**src/rtl/owin_pkg.sv**
```systemverilog
package owin_pkg;
  localparam int ADDR_W      = 32;
  localparam int DATA_W      = 32;
  localparam int REG_AW      = 12;
  localparam int CHUNK_SHIFT = 23;                 // 8 MiB chunks
  localparam int IDX_W       = 5;
  localparam int NCHUNK      = 1 << IDX_W;
  localparam int TAG_W       = ADDR_W - CHUNK_SHIFT - IDX_W;
  localparam logic [TAG_W-1:0] REGION_TAG = '1;    // top nibble all ones
  localparam logic [REG_AW-1:0] EN_OFFS  = 12'h060;
  localparam logic [REG_AW-1:0] CTL_OFFS = 12'h038;
  localparam int GATE_LSB = 7;
  localparam logic [1:0] GATE_ON = 2'b01;
  // edge chunks (first and last) can never be opened
  localparam logic [NCHUNK-1:0] EN_MASK = {1'b0, {(NCHUNK-2){1'b1}}, 1'b0};

  function automatic logic in_region(input logic [ADDR_W-1:0] a);
    return a[ADDR_W-1 -: TAG_W] == REGION_TAG;
  endfunction

  function automatic logic [IDX_W-1:0] chunk_idx(input logic [ADDR_W-1:0] a);
    return a[CHUNK_SHIFT +: IDX_W];
  endfunction

  function automatic logic gate_open(input logic [DATA_W-1:0] ctl);
    return ctl[GATE_LSB +: 2] == GATE_ON;
  endfunction
endpackage

```
**src/rtl/owin_regs.sv**
```systemverilog
module owin_regs
  import owin_pkg::*;
(
  input  logic              clk,
  input  logic              rst_n,
  input  logic              wr,
  input  logic [REG_AW-1:0] addr,
  input  logic [DATA_W-1:0] wdata,
  output logic [NCHUNK-1:0] en_q,
  output logic [DATA_W-1:0] ctl_q,
  output logic [DATA_W-1:0] rdata,
  output logic              en_wr,
  output logic              ctl_wr
);
  assign en_wr  = wr && (addr == EN_OFFS);
  assign ctl_wr = wr && (addr == CTL_OFFS);

  always_ff @(posedge clk or negedge rst_n) begin
    if (!rst_n) begin
      en_q  <= '0;
      ctl_q <= '0;
    end else begin
      if (en_wr)  en_q  <= wdata[NCHUNK-1:0] & EN_MASK;
      if (ctl_wr) ctl_q <= wdata;
    end
  end

  always_comb begin
    rdata = '0;
    if (addr == EN_OFFS)       rdata[NCHUNK-1:0] = en_q;
    else if (addr == CTL_OFFS) rdata = ctl_q;
  end
endmodule

```
**src/rtl/owin_match.sv**
```systemverilog
module owin_match
  import owin_pkg::*;
(
  input  logic [NCHUNK-1:0] en,
  input  logic [DATA_W-1:0] ctl,
  input  logic [ADDR_W-1:0] acc_addr,
  output logic              fwd_on,
  output logic [NCHUNK-1:0] chunk_sel,
  output logic              hit,
  output logic [ADDR_W-1:0] fwd_addr
);
  logic             region_ok;
  logic [IDX_W-1:0] idx;

  assign region_ok = in_region(acc_addr);
  assign idx       = chunk_idx(acc_addr);
  assign fwd_on    = gate_open(ctl);

  for (genvar i = 0; i < NCHUNK; i++) begin : g_chunk
    assign chunk_sel[i] = region_ok && (idx == IDX_W'(i)) && en[i];
  end

  assign hit      = fwd_on && (|chunk_sel);
  assign fwd_addr = acc_addr;
endmodule

```
**src/rtl/owin_decoder.sv**
```systemverilog
module owin_decoder
  import owin_pkg::*;
(
  input  logic              clk,
  input  logic              rst_n,
  input  logic              reg_wr,
  input  logic [REG_AW-1:0] reg_addr,
  input  logic [DATA_W-1:0] reg_wdata,
  output logic [DATA_W-1:0] reg_rdata,
  input  logic [ADDR_W-1:0] acc_addr,
  output logic              fwd_hit,
  output logic [ADDR_W-1:0] fwd_addr
);
  logic [NCHUNK-1:0] en_q;
  logic [DATA_W-1:0] ctl_q;
  logic              en_wr;
  logic              ctl_wr;
  logic              fwd_on;
  logic [NCHUNK-1:0] chunk_sel;

  owin_regs u_regs (
    .clk    (clk),
    .rst_n  (rst_n),
    .wr     (reg_wr),
    .addr   (reg_addr),
    .wdata  (reg_wdata),
    .en_q   (en_q),
    .ctl_q  (ctl_q),
    .rdata  (reg_rdata),
    .en_wr  (en_wr),
    .ctl_wr (ctl_wr)
  );

  owin_match u_match (
    .en        (en_q),
    .ctl       (ctl_q),
    .acc_addr  (acc_addr),
    .fwd_on    (fwd_on),
    .chunk_sel (chunk_sel),
    .hit       (fwd_hit),
    .fwd_addr  (fwd_addr)
  );
endmodule

```
**config.mk**
```make
export PLATFORM = sky130hd
export DESIGN_NAME = owin_decoder
export DESIGN_NICKNAME = d
export VERILOG_FILES = /design/src/rtl/owin_pkg.sv /design/src/rtl/owin_regs.sv /design/src/rtl/owin_match.sv /design/src/rtl/owin_decoder.sv
export SDC_FILE = /design/constraint.sdc
export NUM_CORES = 1
export LEC_CHECK = 0
export BUFFER_PORTS_ARGS = -buffer_cell sky130_fd_sc_hd__clkbuf_2
export CORE_MARGIN = 2
export CORE_UTILIZATION = 41
export CTS_CLUSTER_SIZE = 40
export DETAILED_ROUTE_END_ITERATION = 8
export PLACE_DENSITY_LB_ADDON = 0.08
export SLEW_MARGIN = 20
export SYNTH_ARGS = -nofsm -noshare
export SYNTH_HDL_FRONTEND = slang
export SYNTH_SLANG_ARGS = --single-unit
```
**constraint.sdc**
```tcl
create_clock -name clk -period 5.4 [get_ports clk]
set_input_delay 1.08 -clock clk [delete_from_list [all_inputs] [get_ports clk]]
set_output_delay 1.08 -clock clk [all_outputs]
set_load 0.005 [all_outputs]
```
==> run summary <==
The actual slew at the worst max-slew pin was 0.8292 ns. For this run, the number of standard cells in the final layout without fillers is 436. For the number of iterations in the first detailed-routing pass, the log shows 4.

The initial antenna violation count is 0, and the buffers plus inverters on the worst setup path is 3. The final-layout setup total negative slack came out at 0 ns. The H-tree generated during clock tree synthesis spans 3 levels.

Buffers inserted during clock tree synthesis total 9. The final worst clock skew came out at 0 ns. Number of sinks on the clock net: 62. Sorting the synthesized cells by area gives the leading types as sky130_fd_sc_hd__dfrtp_1, sky130_fd_sc_hd__mux2_2, sky130_fd_sc_hd__buf_4. For the total via count after detailed routing, the log shows 2313. In this run the count of I/O pins placed on the die edge is 144. Clock period minus final worst setup slack: 4.202 ns.

For this block, the routed nets add up to 7228 um of wire. The mean area per synthesized cell is 12.46 um^2, and the die extent in x is 93.57 um. Including well taps, the total number of placed cells is 420. The total nets after synthesis was 343. The flow ran to the end, and the final reports show no timing, DRC or antenna violations.

The tightest min-delay check is of the flip-flop to flip-flop type. The share of the synthesized area in the top cell type came out at 0.4717. The share of synthesized flip-flops with an asynchronous set or reset is 1.000, and the total power divided by cell area is 244.0 nW/um^2.

After detailed routing, the number of remaining DRC violations is 0. The vertical extent of the die works out to 93.57 um. The sequential cell area fraction in the yosys report was 0.4717; the peak per-stage delay on the critical path was 0.61 ns. The core region is 7767 um^2. The final max-slew violation count came out at 0. The clock group share of total power came out at 0.435. For the smallest hold slack, the log shows 0.4953 ns. After filler insertion, the fill cell instance count of the layout stands at 757.

The relative slew slack is 0.4454, and the number of gates given a new drive strength after cts is 0. The logs give 0 for the count of maximum capacitance violations and 238.0 MHz for the peak clock frequency supported by timing. The cell type group with the largest total delay on the critical path was simple AND/OR/NAND/NOR gates.

The run gives 0.059 as the combinational power share. Counting flops with a built-in enable in the synthesized netlist gives 0. At the worst endpoint, the required time is 4.32 ns. The Yosys step of the flow raised 0 warnings. The worst setup path is captured at a primary output. Via count of the first global-routing pass: 2217. The floorplan step defined a die boundary enclosing 8755 um^2. After global routing the overflow that remains totals 0. The floorplan has 32 rows.

Deepest clock path buffer count: 2. The run gives 3289 um^2 as the area of the mapped netlist. The relative contribution of sequential cells to total power was 0.506.

At the end of routability-driven placement, the weighted congestion stood at 0.7469. In the final routed layout, each cell accounts on average for 16.58 um. In this run, the number of DRC markers left after iteration 0 of detailed routing was 111.

The CTS clock-pin slew for the worst setup and hold paths is 0.06 ns. The tools report the clock insertion delay at the later pin of the skew report as 0.33 ns. The largest fanout of any net on the critical path was 17; the number of setup violations in the final report was 0. Synthesis inferred 62 register bits. Setup repair after global routing left no endpoint under its margin.

TritonCTS built the clock tree. In the final design database the tool counted 408 nets. The hold violation count in the final report is 0. The final cycle utilization of the critical path is 0.7782, and the growth of design area from synthesis to finish is 15.25%. The synthesized netlist cell count is 264, and the total leakage power is 2.001 nW. The first global-routing pass estimated 11520 um of wire. The logs give 0 for the buffers inserted during post-CTS setup optimization and 36 for the number of different library cells in the post-synthesis netlist. The antenna cell count came out at 0.

On the critical path, the stage with the largest delay is an instance of sky130_fd_sc_hd__nor2_2. Summed over all instances, the cell type with the most area after synthesis is sky130_fd_sc_hd__dfrtp_1. The worst setup path is launched from an input port.

Share of total power consumed by net switching: 0.2268. Internal power comes to 0.0007153 W. In the routed layout, each cell is associated on average with a via count of 5.305. The initial cell density of the core is 0.4235, and the peak supply drop is 0.1567 mV. The HPWL after detailed placement is 5156 um. The run gives 0.0002098 W as the net load switching power.

In this design, the critical path's most frequently occurring cell is sky130_fd_sc_hd__clkbuf_2. Traced cell by cell, the critical path runs through clkbuf_2 -> nor4_2 -> nand3b_2 -> nand2b_1 -> nor2_2 -> buf_4 -> a22o_1 -> clkbuf_2. The logs give 3.12 ns for the data arrival time at the worst-slack endpoint and 0.0009251 W for the overall power of the completed layout.

The cell at the root of the clock tree is sky130_fd_sc_hd__clkbuf_8. The critical path in this run is classified as input port to primary output. Buffers placed on the I/O ports in this run total 97. Number of nets with antenna violations after detailed routing: 0.

The overall global routing resource usage was 0.1733. The leading register cell type out of synthesis is sky130_fd_sc_hd__dfrtp_1. The share of cells above drive strength 1 works out to 0.5479.

The run gives 63 as the largest net degree at the start of global routing. The post-route core utilization was 0.4881; the number of buffers inserted for hold repair after clock tree synthesis was 0.
-- registers in the layout (all words and copies together), names as in the netlist --
signal / flops
u_regs.en_q: 30
u_regs.ctl_q: 32
-- per-layer routing --
metal / track usage / routed length, um
met3: 0.06527 / 419
met5: 0 / 0
met1: 0.2270 / 3272
met2: 0.2734 / 3442
met4: 0.04106 / 94
-- kinds of logic (layout without fill, tap and decap cells) --
logic type,count (synthesis),in the layout,share of synthesized area
muxes,64,64,0.2187
AOI/OAI and AO/OA,55,55,0.1316
buffers and inverters,50,120,0.1092
and+or+nand+nor,33,33,0.06885
DFF,62,62,0.4717
-- cells in the mapped netlist, drive strengths merged (2+ instances only) --
master  instances
a31oi           3
clkbuf          2
nand3b          4
nor3            4
and4b           2
o21ai           4
o31ai           2
inv             2
a221oi          2
and3            3
and2            2
a22oi           3
dfrtp          62
mux2           63
nor2            6
nor3b           2
nor2b           2
a22o           31
nand2b          2
buf            46
a21oi           5
nand2           4
-- path summary, 6_finish.rpt --
check / slack, ns / to / from / cells after the start
worst max register to register: 4.58 / u_regs.en_q[2] / u_regs.en_q[2] / 1
max in group asynchronous: 3.96 / u_regs.ctl_q[13] / rst_n / 2
worst min-delay path: 0.50 / u_regs.ctl_q[6] / u_regs.ctl_q[6] / 1
worst max-delay path: 1.20 / reg_rdata[22] / reg_addr[11] / 8
worst min register to register: 0.50 / u_regs.ctl_q[6] / u_regs.ctl_q[6] / 1
min in group asynchronous: 0.90 / u_regs.en_q[2] / rst_n / 2
-- per-stage QoR --
step	worst slack (ns)	area, um^2
global route	1.041	3791
floorplan	2.097	3289
detailed placement	1.156	3591
finish	1.198	3791
global placement	1.209	3591
CTS	1.154	3791
-- cells in the final DEF (no fill, tap or decap), types with 3 or more instances in the layout --
cell                       instances
sky130_fd_sc_hd__clkbuf_2         97
sky130_fd_sc_hd__dfrtp_1          62
sky130_fd_sc_hd__mux2_2           60
sky130_fd_sc_hd__a22o_1           31
sky130_fd_sc_hd__clkbuf_8         10
sky130_fd_sc_hd__a21oi_1           5
sky130_fd_sc_hd__buf_4             5
sky130_fd_sc_hd__nor2_1            4
sky130_fd_sc_hd__nand2_1           4
sky130_fd_sc_hd__o21ai_0           4
sky130_fd_sc_hd__nand3b_1          3
sky130_fd_sc_hd__a22oi_1           3
sky130_fd_sc_hd__and3_1            3
sky130_fd_sc_hd__a31oi_1           3
sky130_fd_sc_hd__mux2_1            3
-- layout make-up --
cell class | count | area [um^2] | area share
clock inverters | 5 | 58.81 | 0.01551
well taps | 102 | 127.6 | 0.03366
clock buffers | 11 | 141.4 | 0.03729
multi-input cells | 152 | 1381 | 0.3644
flip-flops and latches | 62 | 1551 | 0.4092
inverters | 2 | 7.507 | 0.001980
repair buffers | 102 | 523.0 | 0.1380
-- power groups by stage --
stage                     clock network [W]  registers (W)   logic, W
after floorplan                           0       0.000476  0.0000341
after global placement                    0       0.000477  0.0000558
after detailed placement                  0       0.000477  0.0000559
after CTS                          0.000417       0.000468  0.0000561
after global routing               0.000439       0.000468  0.0000621
final                              0.000403       0.000468  0.0000548
Power figures use the tool's default switching activity.
